[config.mk]
export PLATFORM = sky130hd
export DESIGN_NAME = cc_punct_enc
export DESIGN_NICKNAME = d
export VERILOG_FILES = /design/src/rtl/cc_punct_pkg.sv /design/src/rtl/cc_gen_core.sv /design/src/rtl/cc_punct_sel.sv /design/src/rtl/cc_beat_fifo.sv /design/src/rtl/cc_punct_enc.sv
export SDC_FILE = /design/constraint.sdc
export NUM_CORES = 1
export LEC_CHECK = 0
export BUFFER_PORTS_ARGS = -buffer_cell sky130_fd_sc_hd__clkbuf_2
export CAP_MARGIN = 20
export CELL_PAD_IN_SITES_DETAIL_PLACEMENT = 2
export CELL_PAD_IN_SITES_GLOBAL_PLACEMENT = 2
export CORE_AREA = 2 2 55 57
export CTS_CLUSTER_SIZE = 28
export DETAILED_ROUTE_END_ITERATION = 12
export DIE_AREA = 0 0 57 59
export HOLD_SLACK_MARGIN = 0.1
export PLACE_DENSITY_LB_ADDON = 0.2
export SYNTH_ARGS = -nofsm -noshare
export SYNTH_HDL_FRONTEND = slang
export SYNTH_SLANG_ARGS = --single-unit
[constraint.sdc]
create_clock -name clk -period 2.95 [get_ports clk]
set_input_delay 0.1475 -clock clk [delete_from_list [all_inputs] [get_ports clk]]
set_output_delay 0.1475 -clock clk [all_outputs]
set_load 0.02 [all_outputs]
[src/rtl/cc_punct_pkg.sv]
package cc_punct_pkg;

  typedef enum logic [1:0] {
    RATE_1_2  = 2'b00,
    RATE_2_3  = 2'b01,
    RATE_3_4  = 2'b10,
    RATE_RSVD = 2'b11
  } rate_e;

  localparam int unsigned PH_W = 2;

  typedef struct packed {
    logic       pair;
    logic [1:0] bits;
  } beat_t;

  function automatic logic [PH_W-1:0] rate_period(input rate_e r);
    case (r)
      RATE_2_3: rate_period = PH_W'(2);
      RATE_3_4: rate_period = PH_W'(3);
      default:  rate_period = PH_W'(1);
    endcase
  endfunction

endpackage

[src/rtl/cc_gen_core.sv]
module cc_gen_core #(
  parameter int unsigned    K  = 7,
  parameter logic [K-1:0]   GA = 7'o171,
  parameter logic [K-1:0]   GB = 7'o133
) (
  input  logic clk,
  input  logic rst_n,
  input  logic clear,
  input  logic adv,
  input  logic din,
  output logic a,
  output logic b
);
  localparam int unsigned SW = K - 1;

  logic [SW-1:0] state_q;
  logic [SW-1:0] state_eff;
  logic [K-1:0]  win;
  logic [K-1:0]  tap_a;
  logic [K-1:0]  tap_b;

  // A frame start overrides history for a bit accepted in the same cycle.
  assign state_eff = clear ? '0 : state_q;
  assign win       = {state_eff, din};

  // Window index k is delay k; generator MSB weights delay 0.
  for (genvar k = 0; k < K; k++) begin : g_tap
    assign tap_a[k] = GA[K-1-k] & win[k];
    assign tap_b[k] = GB[K-1-k] & win[k];
  end

  assign a = ^tap_a;
  assign b = ^tap_b;

  always_ff @(posedge clk or negedge rst_n) begin
    if (!rst_n) begin
      state_q <= '0;
    end else if (adv) begin
      state_q <= {state_eff[SW-2:0], din};
    end else if (clear) begin
      state_q <= '0;
    end
  end

endmodule

[src/rtl/cc_punct_sel.sv]
module cc_punct_sel
  import cc_punct_pkg::*;
(
  input  logic       clk,
  input  logic       rst_n,
  input  logic       clear,
  input  logic [1:0] rate_in,
  input  logic       adv,
  output logic       keep_a,
  output logic       keep_b
);
  rate_e           rate_q;
  rate_e           rate_eff;
  logic [PH_W-1:0] phase_q;
  logic [PH_W-1:0] phase_eff;
  logic [PH_W-1:0] phase_nxt;
  logic [PH_W-1:0] period;

  assign rate_eff  = clear ? rate_e'(rate_in) : rate_q;
  assign phase_eff = clear ? '0 : phase_q;
  assign period    = rate_period(rate_eff);
  assign phase_nxt = (phase_eff + 1'b1 == period) ? '0 : phase_eff + 1'b1;

  always_comb begin
    keep_a = 1'b1;
    keep_b = 1'b1;
    case (rate_eff)
      RATE_2_3: begin
        if (phase_eff == PH_W'(1)) keep_b = 1'b0;
      end
      RATE_3_4: begin
        if (phase_eff == PH_W'(1)) keep_b = 1'b0;
        if (phase_eff == PH_W'(2)) keep_a = 1'b0;
      end
      default: ;
    endcase
  end

  always_ff @(posedge clk or negedge rst_n) begin
    if (!rst_n) begin
      rate_q  <= RATE_1_2;
      phase_q <= '0;
    end else begin
      if (clear) rate_q <= rate_e'(rate_in);
      if (adv) phase_q <= phase_nxt;
      else if (clear) phase_q <= '0;
    end
  end

endmodule

[src/rtl/cc_beat_fifo.sv]
module cc_beat_fifo #(
  parameter int unsigned W     = 3,
  parameter int unsigned DEPTH = 2
) (
  input  logic         clk,
  input  logic         rst_n,
  input  logic         push,
  input  logic [W-1:0] wdata,
  output logic         full,
  input  logic         pop,
  output logic [W-1:0] rdata,
  output logic         empty
);
  localparam int unsigned AW = (DEPTH > 1) ? $clog2(DEPTH) : 1;
  localparam int unsigned CW = AW + 1;

  logic [W-1:0]  mem [DEPTH];
  logic [AW-1:0] wr_ptr;
  logic [AW-1:0] rd_ptr;
  logic [CW-1:0] cnt;

  assign full  = (cnt == CW'(DEPTH));
  assign empty = (cnt == '0);
  assign rdata = mem[rd_ptr];

  function automatic logic [AW-1:0] bump(input logic [AW-1:0] p);
    bump = (p == AW'(DEPTH - 1)) ? '0 : p + 1'b1;
  endfunction

  always_ff @(posedge clk) begin
    if (push) mem[wr_ptr] <= wdata;
  end

  always_ff @(posedge clk or negedge rst_n) begin
    if (!rst_n) begin
      wr_ptr <= '0;
      rd_ptr <= '0;
      cnt    <= '0;
    end else begin
      if (push) wr_ptr <= bump(wr_ptr);
      if (pop)  rd_ptr <= bump(rd_ptr);
      case ({push, pop})
        2'b10:   cnt <= cnt + 1'b1;
        2'b01:   cnt <= cnt - 1'b1;
        default: cnt <= cnt;
      endcase
    end
  end

endmodule

[src/rtl/cc_punct_enc.sv]
module cc_punct_enc
  import cc_punct_pkg::*;
#(
  parameter int unsigned  K         = 7,
  parameter logic [K-1:0] GEN_A     = 7'o171,
  parameter logic [K-1:0] GEN_B     = 7'o133,
  parameter int unsigned  BUF_DEPTH = 2
) (
  input  logic       clk,
  input  logic       rst_n,
  input  logic       frm_start,
  input  logic [1:0] rate_sel,
  input  logic       in_valid,
  output logic       in_ready,
  input  logic       in_bit,
  output logic       out_valid,
  input  logic       out_ready,
  output logic [1:0] out_bits,
  output logic       out_pair
);
  logic  accept;
  logic  pop;
  logic  full;
  logic  empty;
  logic  bit_a;
  logic  bit_b;
  logic  keep_a;
  logic  keep_b;
  beat_t beat_in;
  beat_t beat_out;

  assign in_ready  = !full;
  assign accept    = in_valid && in_ready;
  assign out_valid = !empty;
  assign pop       = out_valid && out_ready;

  cc_gen_core #(.K(K), .GA(GEN_A), .GB(GEN_B)) u_core (
    .clk   (clk),
    .rst_n (rst_n),
    .clear (frm_start),
    .adv   (accept),
    .din   (in_bit),
    .a     (bit_a),
    .b     (bit_b)
  );

  cc_punct_sel u_sel (
    .clk     (clk),
    .rst_n   (rst_n),
    .clear   (frm_start),
    .rate_in (rate_sel),
    .adv     (accept),
    .keep_a  (keep_a),
    .keep_b  (keep_b)
  );

  // Pack kept bits earliest-first into lane 0.
  always_comb begin
    beat_in.pair = keep_a && keep_b;
    if (keep_a && keep_b) beat_in.bits = {bit_b, bit_a};
    else if (keep_a)      beat_in.bits = {1'b0, bit_a};
    else                  beat_in.bits = {1'b0, bit_b};
  end

  cc_beat_fifo #(.W($bits(beat_t)), .DEPTH(BUF_DEPTH)) u_buf (
    .clk   (clk),
    .rst_n (rst_n),
    .push  (accept),
    .wdata (beat_in),
    .full  (full),
    .pop   (pop),
    .rdata (beat_out),
    .empty (empty)
  );

  assign out_bits = beat_out.bits;
  assign out_pair = beat_out.pair;

endmodule

==> reports/results.ini <==
[outcome]
outcome=completed

[grt]
grt_pass1_wl_um=3608
grt_max_degree=15
grt_pass1_vias=781
overflow=0
grtUsageTotal=0.1433
antenna_found_initial=0

[finish]
diodes=0
final_util=0.4183
drive_gt1_frac=0.2115
area_growth_syn_to_layout_pct=11.58
finish.net_count=118

[die]
initial_core_util=0.3749
rows=19
dieArea_mm2=0.003363
die_x_um=57
die_h_um=59
num_io_pins=13
fp.coreArea_mm2=0.002710

[yosys]
yosys_warnings=0
synthArstFlopShare=0.7000
avgSynthCellArea_um2=11.16
synthSimpleGateAreaFrac=0.1441
yosys.area.top_type=dfrtp_1
synth_cells=91
synth_area_mm2=0.001016
ys.flop_type=dfrtp_1
syn_nets=104
synth_top_family_by_area=simple AND/OR/NAND/NOR gates
synth-compound-area-share=0.08128
yosysUniqueCellTypes=31
synth_xor_area_frac=0.1022
yosys.area_share.adder=0.06158
synth_mux_area_frac=0.05296
synth_edf_count=6
seq_area_frac_synth=0.5222
synthTopCellsByArea=dfrtp_1 34%, edfxtp_1 18%, ha_1 6.2%
ys_ff_latch=20
synth_top_area_share=0.3448

[sta]
max_freq_mhz=499.8
setup_slack_ps=949.3
rsz0062_at_grt=false
maxSlewViolCount=0
hold_violations=0
max-slew-margin-rel=0.6910
setup-tns-final_ps=0
final-setup-viol-count=0
worst_pin_slew_ps=462.4
whs_ps=110.2
skew_ps=4.290
fin_crit_ps=2001
finalCritPeriodShare=0.6782

[clock_network]
holdBufCountCts=1
ctsHtreeMaxLevel=1
clock_latency_ps=310
cts_tree=yes
cts_buffer_depth=2
cts_sinks=20
root_buffer=clkbuf_4
postCtsSetupRepairBufs=0
clk_pin_slew_ps=120
cts_buffers=3
cts_resized=0

[drt]
wl_um=2140
drcViolationCount=0
vias_per_cell=5.237
postRouteAntennaNets=0
avgRoutedWirePerCell_um=15.85
drtIter0Drc=11
drt_first_pass_iters=4
vias=707

[setup_path]
critical_path.startpoint_type=register
critical_path.endpoint_type=register
worstPathMaxFanout=12
worstSetupPathType=register to register
arrival_ps=2240
required_ps=3190

[placed_design]
post-place-ws_ps=948.1
dpl.hpwl_um=1682
place.gp.congestion=0.7173
port_buffers=12

[pwr]
p_leak_nw=0.4945
p_int_mw=0.5574
pwr-share-comb=0.389
power_frac_seq=0.456
switching_share=0.3755
pwr-share-clk=0.155
power_density_mw_per_mm2=787.3
power.switching_mw=0.3351
vdd_drop_max_v=0.0004429

[flow_run]
max_cap_violations=0

[min_path]
hold_class=input port to register

==> final timing paths <==
path	from	endpoint	slack, ps	cells after the start
worst max register to register	u_buf.cnt[0]	u_buf.cnt[1]	950	5
min in group asynchronous	rst_n	u_core.state_q[4]	270	2
worst min-delay path	rate_sel[1]	u_sel.rate_q[1]	110	3
worst min register to register	u_buf.wr_ptr	u_buf.wr_ptr	510	1
worst max-delay path	u_buf.cnt[0]	u_buf.cnt[1]	950	5
max in group asynchronous	rst_n	u_core.state_q[3]	2420	2
==> layout by cell type, fill, tap and decap left out, drive strengths merged, types with 2 or more instances in the layout <==
| master | n |
|---|---|
| o21ai | 2 |
| nand2b | 2 |
| xnor2 | 6 |
| mux2i | 2 |
| clkbuf | 15 |
| ha | 5 |
| inv | 5 |
| nor2 | 4 |
| xor2 | 3 |
| a21oi | 5 |
| nand3 | 7 |
| mux2 | 3 |
| dfrtp | 14 |
| nand2 | 9 |
| edfxtp | 6 |
==> flip-flops by register name, indices dropped and copies added, names as in the netlist <==
name	flops
u_buf.mem	6
u_buf.wr_ptr	1
u_sel.rate_q	2
u_sel.phase_q	2
u_core.state_q	6
u_buf.rd_ptr	1
u_buf.cnt	2
==> critical path, cell delays in order, from the launching register on <==
cell      delay, ps
dfrtp_1         420
nand2b_1        370
nand2_1         390
ha_1            440
nor2_1          150
xor2_1          160
==> final cells by class <==
class                      count  area [µm²]
multi-input combinational     62       449.2
inverter                       5       18.77
fill                         284        1577
timing repair buffer          13       70.07
tap                           31       38.79
sequential                    20       530.5
clock buffer                   3       22.52
clock inverter                 1       3.754
==> through the flow <==
stage                     total power, mW  instances  cell area, µm²
after global routing               0.9564        135            1134
after floorplan                    0.6690         91            1016
after detailed placement           0.7688        130            1097
after CTS                          0.9086        135            1134
final                              0.8925        135            1134
after global placement             0.7488        130            1097
==> cells in the mapped netlist (2+ instances only) <==
cell / instances
mux2i_1: 2
nand3_1: 7
xor2_1: 3
xnor2_1: 6
nand2b_1: 2
edfxtp_1: 6
dfrtp_1: 14
a21oi_1: 5
o21ai_0: 2
inv_1: 5
mux2_2: 3
nand2_1: 9
nor2_1: 4
ha_1: 5
buf_2: 2
==> power groups by stage <==
| stage | registers, mW | clock network [mW] | logic, mW |
|---|---|---|---|
| after global routing | 0.416 | 0.148 | 0.392 |
| after global placement | 0.411 | 0 | 0.337 |
| after detailed placement | 0.416 | 0 | 0.353 |
| final | 0.407 | 0.139 | 0.347 |
| after floorplan | 0.401 | 0 | 0.268 |
| after CTS | 0.409 | 0.142 | 0.357 |
==> per-layer routing <==
layer / share of wire / up-vias / wire length, µm / GRT usage
met1: 0.44 / 351 / 951 / 0.1728
li1: - / 339 / - / -
met3: 0.031 / 5 / 67 / 0.02402
met4: 0.020 / 0 / 42 / 0.05980
met2: 0.50 / 12 / 1079 / 0.2545
met5: 0 / - / 0 / 0
==> cells by family after synthesis <==
kind of cell,after synthesis
xor+xnor,10
fa+ha+maj,5
mux,5
compound gates,13
buf+inv,9
simple gates,29
flops,20
(Power assumes the default switching activity.)
